===== src/rtl/rvx_alu_pkg.sv =====
package rvx_alu_pkg;

   typedef enum logic [2:0] {
      F3_ADD  = 3'd0,
      F3_SLL  = 3'd1,
      F3_SLT  = 3'd2,
      F3_SLTU = 3'd3,
      F3_XOR  = 3'd4,
      F3_SHR  = 3'd5,
      F3_OR   = 3'd6,
      F3_AND  = 3'd7
   } f3_e;

   typedef enum logic [2:0] {
      RS_ZERO,
      RS_LOAD,
      RS_SUM,
      RS_UPPER,
      RS_ARITH
   } res_src_e;

   typedef struct packed {
      logic load;
      logic store;
      logic jal;
      logic jalr;
      logic lui;
      logic auipc;
      logic reg_op;
      logic imm_op;
   } cls_t;

   function automatic res_src_e pick_source(cls_t c);
      if (c.load)                      return RS_LOAD;
      else if (c.store)                return RS_SUM;
      else if (c.jal || c.jalr)        return RS_SUM;
      else if (c.lui)                  return RS_UPPER;
      else if (c.auipc)                return RS_SUM;
      else if (c.reg_op || c.imm_op)   return RS_ARITH;
      else                             return RS_ZERO;
   endfunction

endpackage


===== src/rtl/rvx_adder.sv =====
module rvx_adder #(
   parameter int W = 32
) (
   input  logic [W-1:0] a_in,
   input  logic [W-1:0] b_in,
   input  logic         sub_en,
   output logic [W-1:0] sum_out
);
   logic [W-1:0] b_eff;

   always_comb begin
      b_eff   = b_in ^ {W{sub_en}};
      sum_out = a_in + b_eff + W'(sub_en);
   end
endmodule


===== src/rtl/rvx_compare.sv =====
module rvx_compare #(
   parameter int W       = 32,
   parameter bit DERIVED = 1'b1
) (
   input  logic [W-1:0] a_in,
   input  logic [W-1:0] b_in,
   output logic         lt_unsigned,
   output logic         lt_signed
);
   assign lt_unsigned = (a_in < b_in);

   generate
      if (DERIVED) begin : g_derived
         logic signs_match;
         assign signs_match = (a_in[W-1] == b_in[W-1]);
         assign lt_signed   = signs_match ? lt_unsigned : a_in[W-1];
      end else begin : g_native
         assign lt_signed = ($signed(a_in) < $signed(b_in));
      end
   endgenerate
endmodule


===== src/rtl/rvx_shifter.sv =====
module rvx_shifter #(
   parameter int W   = 32,
   parameter int SHW = $clog2(W)
) (
   input  logic [W-1:0]   val_in,
   input  logic [SHW-1:0] amt,
   input  logic           go_right,
   input  logic           arith,
   output logic [W-1:0]   val_out
);
   logic [2*W-1:0] ext_val;
   logic           fill_bit;

   always_comb begin
      fill_bit = arith & val_in[W-1];
      ext_val  = {{W{fill_bit}}, val_in};
      if (go_right) val_out = W'(ext_val >> amt);
      else          val_out = val_in << amt;
   end
endmodule


===== src/rtl/rvx_exec_alu.sv =====
module rvx_exec_alu
   import rvx_alu_pkg::*;
#(
   parameter int XLEN            = 32,
   parameter int INSN_BYTES      = 4,
   parameter int UPPER_ZERO_BITS = 12,
   parameter bit SLT_DERIVED     = 1'b1
) (
   input  logic [XLEN-1:0] src1_val,
   input  logic [XLEN-1:0] src2_val,
   input  logic [XLEN-1:0] imm_val,
   input  logic [XLEN-1:0] pc_val,
   input  logic [XLEN-1:0] load_data,
   input  logic [2:0]      funct3,
   input  logic            alt_key,
   input  logic            use_reg,
   input  logic            use_imm,
   input  logic            is_lui,
   input  logic            is_auipc,
   input  logic            is_jal,
   input  logic            is_jalr,
   input  logic            is_load,
   input  logic            is_store,
   output logic [XLEN-1:0] wb_value,
   output logic [XLEN-1:0] mem_addr
);
   localparam int SHW = $clog2(XLEN);
   localparam logic [XLEN-1:0] LINK_STEP  = XLEN'(INSN_BYTES);
   localparam logic [XLEN-1:0] UPPER_MASK = ~((XLEN'(1) << UPPER_ZERO_BITS) - XLEN'(1));

   generate
      if (XLEN < 8 || (XLEN & (XLEN - 1)) != 0) begin : g_bad_xlen
         $error("XLEN must be a power of two of at least 8");
      end
      if (UPPER_ZERO_BITS < 1 || UPPER_ZERO_BITS >= XLEN) begin : g_bad_upper
         $error("UPPER_ZERO_BITS must lie inside the word");
      end
      if (INSN_BYTES < 1) begin : g_bad_step
         $error("INSN_BYTES must be positive");
      end
   endgenerate

   cls_t            cls;
   res_src_e        src_sel;
   f3_e             op_f3;
   logic [XLEN-1:0] op_b;
   logic [XLEN-1:0] upper_imm;
   logic            mem_op;
   logic            link_op;
   logic [XLEN-1:0] add_a;
   logic [XLEN-1:0] add_b;
   logic            add_sub;
   logic [XLEN-1:0] add_sum;
   logic            lt_u;
   logic            lt_s;
   logic [XLEN-1:0] shift_res;
   logic [XLEN-1:0] arith_res;

   always_comb begin
      cls = '{load:   is_load,
              store:  is_store,
              jal:    is_jal,
              jalr:   is_jalr,
              lui:    is_lui,
              auipc:  is_auipc,
              reg_op: use_reg,
              imm_op: use_imm};
      src_sel   = pick_source(cls);
      op_f3     = f3_e'(funct3);
      op_b      = use_reg ? src2_val : imm_val;
      upper_imm = imm_val & UPPER_MASK;
      mem_op    = is_load | is_store;
      link_op   = is_jal | is_jalr;
   end

   // Operand steering for the single shared adder
   always_comb begin
      add_sub = 1'b0;
      if (mem_op) begin
         add_a = src1_val;
         add_b = imm_val;
      end else if (link_op) begin
         add_a = pc_val;
         add_b = LINK_STEP;
      end else if (is_auipc && !is_lui) begin
         add_a = pc_val;
         add_b = upper_imm;
      end else begin
         add_a   = src1_val;
         add_b   = op_b;
         add_sub = use_reg & alt_key & (op_f3 == F3_ADD);
      end
   end

   rvx_adder #(.W(XLEN)) u_adder (
      .a_in    (add_a),
      .b_in    (add_b),
      .sub_en  (add_sub),
      .sum_out (add_sum)
   );

   rvx_compare #(.W(XLEN), .DERIVED(SLT_DERIVED)) u_compare (
      .a_in        (src1_val),
      .b_in        (op_b),
      .lt_unsigned (lt_u),
      .lt_signed   (lt_s)
   );

   rvx_shifter #(.W(XLEN), .SHW(SHW)) u_shifter (
      .val_in   (src1_val),
      .amt      (op_b[SHW-1:0]),
      .go_right (op_f3 == F3_SHR),
      .arith    (alt_key),
      .val_out  (shift_res)
   );

   always_comb begin
      unique case (op_f3)
         F3_ADD:  arith_res = add_sum;
         F3_SLL:  arith_res = shift_res;
         F3_SLT:  arith_res = {{(XLEN-1){1'b0}}, lt_s};
         F3_SLTU: arith_res = {{(XLEN-1){1'b0}}, lt_u};
         F3_XOR:  arith_res = src1_val ^ op_b;
         F3_SHR:  arith_res = shift_res;
         F3_OR:   arith_res = src1_val | op_b;
         F3_AND:  arith_res = src1_val & op_b;
         default: arith_res = '0;
      endcase
   end

   always_comb begin
      unique case (src_sel)
         RS_LOAD:  wb_value = load_data;
         RS_SUM:   wb_value = add_sum;
         RS_UPPER: wb_value = upper_imm;
         RS_ARITH: wb_value = arith_res;
         default:  wb_value = '0;
      endcase
   end

   assign mem_addr = add_sum;

endmodule


===== config.mk =====
export PLATFORM = sky130hd
export DESIGN_NAME = rvx_exec_alu
export DESIGN_NICKNAME = d
export VERILOG_FILES = /design/src/rtl/rvx_alu_pkg.sv /design/src/rtl/rvx_adder.sv /design/src/rtl/rvx_compare.sv /design/src/rtl/rvx_shifter.sv /design/src/rtl/rvx_exec_alu.sv
export SDC_FILE = /design/constraint.sdc
export NUM_CORES = 1
export LEC_CHECK = 0
export ABC_AREA = 1
export CORE_MARGIN = 10
export CORE_UTILIZATION = 35
export DETAILED_ROUTE_END_ITERATION = 10
export DONT_BUFFER_PORTS = 1
export PLACE_DENSITY = 0.61
export SYNTH_ARGS = -nofsm -noshare
export SYNTH_HDL_FRONTEND = slang
export SYNTH_SLANG_ARGS = --single-unit

===== constraint.sdc =====
create_clock -name vclk -period 5.69
set_input_delay 1.4225 -clock vclk [all_inputs]
set_output_delay 1.4225 -clock vclk [all_outputs]
set_load 0.05 [all_outputs]

==> results by group, run 1 <==
Run status
  – Status: finished with violations
  – Failing checks: negative setup slack

Placement
  – DPL Wire Length: 47.57 mm
  – DP Worst Slack: -0.2278 ns
  – Cell count after placement: 2,493
  – # port buffers: 0
  – GPL Wtd Cong: 0.9961

Synthesis
  – Synth Area in Simple Gates: 0.3581
  – Synth cell types: 61
  – Synth top area cells: nand2_1 19%, ha_1 16%, o21ai_0 10%, inv_1 8.4%, nand3_1 7.1%
  – Synth top cells by count: 520 x nand2_1, 231 x inv_1, 206 x o21ai_0, 146 x nand3_1, 128 x ha_1
  – Post-synthesis mux area share: 0.006785
  – Post-Syn Area: 10,330 sq um
  – Largest family of logic cells by synthesized area: simple AND/OR/NAND/NOR gates
  – Synth top area share: 0.1890
  – Syn Nets: 2,235
  – Synth Area in Compound Gates: 0.2988
  – Seq/Total Area, Yosys: 0
  – Syn Inst Count: 1,934
  – Yosys Warn Count: 0
  – Most frequent cell after synthesis: nand2_1
  – Post-Synth XOR/XNOR Area: 0.04471
  – Syn avg cell area: 5.339 sq um
  – Adder-cell share of the synthesized area: 0.1570
  – Yosys top cell by area: nand2_1

STA
  – Count of final hold-check violations: 0
  – Fmax: 174.5 MHz
  – Max Slew Vio Count: 0
  – Final Worst Setup Slack: -0.04167 ns
  – RSZ-0062 raised after global routing: yes
  – Final Critical Period: 5.732 ns
  – Setup Viol. Count Final: 1
  – Slew @ Worst Pin: 0.8269 ns
  – Headroom to the max-slew limit: 0.4467
  – Final period utilization: 1.007

Worst setup path
  – CP Cell Sequence: nor2_8 -> buf_4 -> inv_2 -> buf_4 -> nand2_1 -> o21ai_1 -> buf_4 -> xnor2_4 -> inv_2 -> fa_2 -> o21ai_4 -> a21oi_4 -> o21ai_4 -> buf_6 -> nand2_4 -> nand2_4 -> xor2_4 -> or2_4 -> nand3_4 -> nand2_8
  – Critical path class: in -> out
  – Crit path top cell by count: buf_4
  – Worst-path fanout max: 36
  – Critical path endpoint category: output pin
  – Startpoint types: input port
  – Crit path required time: 4.27 ns
  – Max incr delay on CP: 0.38 ns
  – CP max stage cell: fa_2
  – CP arrival: 4.31 ns

Layout
  – Seq Cell Count: 0
  – Area grow syn2layout: 41.71%
  – Post-layout util: 0.5057
  – Finished Layout Cells: 2,530
  – Reg area: 0 sq um
  – Clkbuf count: 0
  – Share of cells above drive strength 1: 0.2836
  – Final #Nets: 2,440

Run
  – Max-cap violations: 0

Die
  – Die width: 191.8 um
  – Initial core utilization: 0.3569
  – Die ar.: 36,770 sq um
  – # IOs: 236
  – Core ar.: 28,940 sq um
  – Site row count: 62
  – Vert. Die Dim: 191.8 um

Global routing
  – Tot GR Track Use: 0.2956
  – Vias in the first global route: 13,910
  – First-pass GRT wire length: 83.88 mm
  – Total gr overflow: 0
  – Antenna violations before repair: 10
  – Largest net degree at the start of global routing: 84

Power
  – Peak supply drop: 0.2045 mV
  – Power density over cell area: 184.8 nW/um^2
  – Leak: 0.007085 uW

Routing
  – Final wirelength: 58.35 mm
  – Final ANT Viol Nets: 0
  – DRT iter0 DRCs: 1,307
  – Via density: 5.732
  – Drt wl/cell: 23.06 um
  – DR pass1 iterations: 6
  – Via count: 14,500
  – Residual DRC: 0

Min path
  – Hold Crit Class: in -> out
  – Hold path cells: 2

Clocking
  – Post-CTS Hold Fix Bufs: 0
[placed cells by master (no fill, tap or decap), drive strengths merged, types with 17 or more instances in the layout]
| cell | instances |
|---|---|
| a21oi | 116 |
| a22oi | 17 |
| buf | 305 |
| ha | 128 |
| inv | 238 |
| nand2 | 529 |
| nand3 | 147 |
| nor2 | 125 |
| o211ai | 66 |
| o21ai | 270 |
| or2 | 41 |
| xnor2 | 30 |
| xor2 | 21 |
[cell type report]
type | instances | area, sq um
antenna | 9 | 22.52
fill | 3065 | 14300
inverter | 239 | 920.9
multi-input combinational | 1589 | 10240
tap | 384 | 480.5
timing repair buffer | 309 | 2972
[metal layers]
metal,global-route usage,up-vias,wire (um)
li1,-,6859,-
met1,0.3884,6838,24190
met2,0.4911,695,26830
met3,0.04987,105,5485
met4,0.06971,4,1824
met5,0,-,21
[power breakdown]
group | leakage, uW | internal [uW] | total (uW) | switching, uW
registers | 0 | 0 | 0 | 0
logic | 0.00708 | 1030 | 2700 | 1680
clock network | 0.0000000570 | 0.000212 | 0.000212 | 0
[worst max-delay path: cells and delay by family]
kind,cells,cell delay (ns)
simple gates,7,0.77
buf+inv,6,0.72
compound gates,4,0.58
xor+xnor,2,0.39
fa+ha+maj,1,0.38
[through the flow]
step / hold slack, ns / cell area, sq um / setup TNS [ns] / power (uW)
after floorplan: 3.103 / 10920 / -0.7200 / 1519
after global placement: 3.111 / 13420 / -2.583 / 2452
after detailed placement: 3.114 / 13420 / -2.646 / 2454
after CTS: 3.114 / 13670 / -0.04241 / 2501
after global routing: 3.122 / 14610 / -1.261 / 2882
final: 3.113 / 14630 / -0.04167 / 2704
[what timing repair did]
action,4_1_cts,5_1_grt
setup endpoints to repair,27,38
resized for setup,40,203
gates cloned,1,3
pin swaps,16,75
hold endpoints to repair,0,0
setup buffers,6,18
[cells by family after synthesis]
family	count (synthesis)
simple gates	871
compound gates	531
buf+inv	345
fa+ha+maj	129
xor+xnor	51
mux	7
[path summary, 6_finish.rpt]
path | startpoint | to | slack [ns]
max | is_load | wb_value[16] | -0.04
min | imm_val[27] | wb_value[27] | 3.11
No activity file was read; power rests on OpenSTA's default activity.
==> inputs of run 2 (changes only) <==
--- a/config.mk
+++ b/config.mk
@@ -11,6 +11,7 @@
 export DETAILED_ROUTE_END_ITERATION = 10
 export DONT_BUFFER_PORTS = 1
 export PLACE_DENSITY = 0.61
+export RECOVER_POWER = 50
 export SYNTH_ARGS = -nofsm -noshare
 export SYNTH_HDL_FRONTEND = slang
 export SYNTH_SLANG_ARGS = --single-unit
==> run 2 against run 1 <==
The run still ends with negative setup slack left. Critical path depth is the same. Die area unchanged. Core utilization decreased by 0.069 points. Global-route usage stayed put. Via count rose by 0.35%. Setup slack better by 0.0051 ns. Maximum frequency hardly changed. First-iteration DRC count up 0.54%. Sequential share of layout area unchanged. Combinational power is essentially flat.
==> results by group, run 2 (synthesis results as in run 1) <==
Power
  – Cell-internal power: 1016 uW (-0.98%)
  – Part of the power in combinational logic: 1.000 (about the same)
  – Psw: 1678 uW (about the same)
  – Leak: 0.007069 uW (-0.22%)
  – Clock group share of total power: 0 (unchanged)
  – Peak supply drop: 0.2045 mV (about the same)
  – Sequential Power Share: 0 (unchanged)
  – Power density over cell area: 184.4 nW/um^2 (-0.22%)
  – Sw Ratio: 0.6227 (+0.002353)

Routing
  – Via density: 5.752 (+0.35%)
  – DRT iter0 DRCs: 1,314 (+0.54%)
  – Final ANT Viol Nets: 0 (unchanged)
  – DR pass1 iterations: 6 (unchanged)
  – Via count: 14,550 (+0.35%)
  – Drt wl/cell: 23.09 um (+0.10%)
  – Final wirelength: 58.41 mm (+0.10%)
  – Residual DRC: 0 (unchanged)

Run status
  – Status: finished with violations
  – Failing checks: negative setup slack

Layout
  – Clkbuf count: 0 (unchanged)
  – Final #Nets: 2,440 (unchanged)
  – Filler cells: 3,070 (+0.16%)
  – Reg area: 0 sq um (unchanged)
  – Area grow syn2layout: 41.51%
  – Commonest non-fill, non-tap cell in the layout: nand2_1
  – Share of cells above drive strength 1: 0.2817 (-0.001872)
  – Finished Layout Cells: 2,530 (unchanged)
  – Seq Cell Count: 0 (unchanged)
  – Most frequent cells in the layout: 450 x nand2_1, 247 x buf_4, 216 x inv_1, 167 x o21ai_0, 123 x nand3_1
  – Multi-input gate area: 10,240 sq um (unchanged)

Worst setup path
  – Crit path required time: 4.27 ns (about the same)
  – Startpoint types: input port
  – Critical path endpoint category: output pin
  – Critical path class: in -> out
  – Worst-path fanout max: 36 (unchanged)
  – CP arrival: 4.30 ns (about the same)

Global routing
  – Vias in the first global route: 13,910 (unchanged)
  – Largest net degree at the start of global routing: 84 (unchanged)
  – First-pass GRT wire length: 83.88 mm (unchanged)
  – Antenna violations before repair: 10 (unchanged)
  – Total gr overflow: 0 (unchanged)
  – Tot GR Track Use: 0.2956 (unchanged)

Run
  – Max-cap violations: 0 (unchanged)

Placement
  – DPL Wire Length: 47.57 mm (unchanged)
  – # port buffers: 0 (unchanged)
  – Cell count after placement: 2,493 (unchanged)
  – GPL Wtd Cong: 0.9961 (unchanged)

STA
  – Headroom to the max-slew limit: 0.4495 (+0.002853)
  – RSZ-0062 raised after global routing: yes
  – Final period utilization: 1.006 (about the same)
  – Fmax: 174.6 MHz (about the same)
  – Max Slew Vio Count: 0 (unchanged)
  – Count of final hold-check violations: 0 (unchanged)
  – Setup Viol. Count Final: 1 (unchanged)
  – Slew @ Worst Pin: 0.8227 ns (-0.004265 ns)
  – Worst hold slack: 3.113 ns (unchanged)
  – Final Critical Period: 5.727 ns (-0.005079 ns)
  – Final Worst Setup Slack: -0.03659 ns (+0.005079 ns)

Clocking
  – Post-CTS Hold Fix Bufs: 0 (unchanged)

Die
  – Vert. Die Dim: 191.8 um (unchanged)
  – Site row count: 62 (unchanged)
  – Core ar.: 28,940 sq um (unchanged)
  – Die width: 191.8 um (unchanged)
  – # IOs: 236 (unchanged)
  – Initial core utilization: 0.3569 (unchanged)
  – Die ar.: 36,770 sq um (unchanged)

Min path
  – Hold Crit Class: in -> out
## run 2: final timing paths
kind	from	end	slack, ns	depth (start not counted)
hold / removal	imm_val[27]	wb_value[27]	3.11	2
setup / recovery	is_load	wb_value[16]	-0.04	20
## run 2: per-stage QoR
stage               total power (uW)  utilization  TNS (ns)  cell area, sq um  setup WS [ns]
floorplan                       1519            -   -0.7200             10920        -0.1390
global placement                2452       0.4639    -2.583             13420        -0.2633
detailed placement              2454       0.4639    -2.646             13420        -0.2278
CTS                             2501       0.4725  -0.04241             13670       -0.03256
global route                    2871       0.5043    -1.261             14590        -0.1158
finish                          2694       0.5050  -0.03659             14610       -0.03659
## run 2: repair_timing
action / in CTS / in global routing
setup buffers: 6 / 18
cloned: 1 / 3
setup endpoints to repair: 27 / 38
pin swaps: 16 / 75
gates resized for setup: 40 / 203
## run 2: routing by layer
layer	vias to the layer above	wire length, um	GRT usage	share of wire
li1	6856	-	-	-
met1	6871	24150	0.3884	0.41
met2	721	26850	0.4911	0.46
met3	100	5558	0.04987	0.095
met4	4	1829	0.06971	0.031
met5	-	21	0	0.00036
## run 2: critical path: stages
cell,delay [ns]
nor2_8,0.15
buf_4,0.14
inv_2,0.06
buf_4,0.15
nand2_1,0.05
o21ai_1,0.06
buf_4,0.17
xnor2_4,0.18
inv_2,0.05
fa_2,0.38
o21ai_4,0.18
a21oi_4,0.11
o21ai_4,0.23
buf_6,0.15
nand2_4,0.05
nand2_4,0.11
xor2_4,0.21
or2_4,0.16
nand3_4,0.10
nand2_8,0.15
## run 2: final cells by class
| class | instances | share of cell area |
|---|---|---|
| tap | 384 | 0.03288 |
| inverter | 239 | 0.06302 |
| timing repair buffer | 309 | 0.2020 |
| multi-input combinational | 1589 | 0.7006 |
| antenna | 9 | 0.001541 |
## run 2: power groups by stage
stage	clock, uW	combinational (uW)	sequential (uW)
finish	0.000212	2690	0
detailed placement	0	2450	0
global route	0.0000235	2870	0
global placement	0	2450	0
CTS	0	2500	0
floorplan	0	1520	0
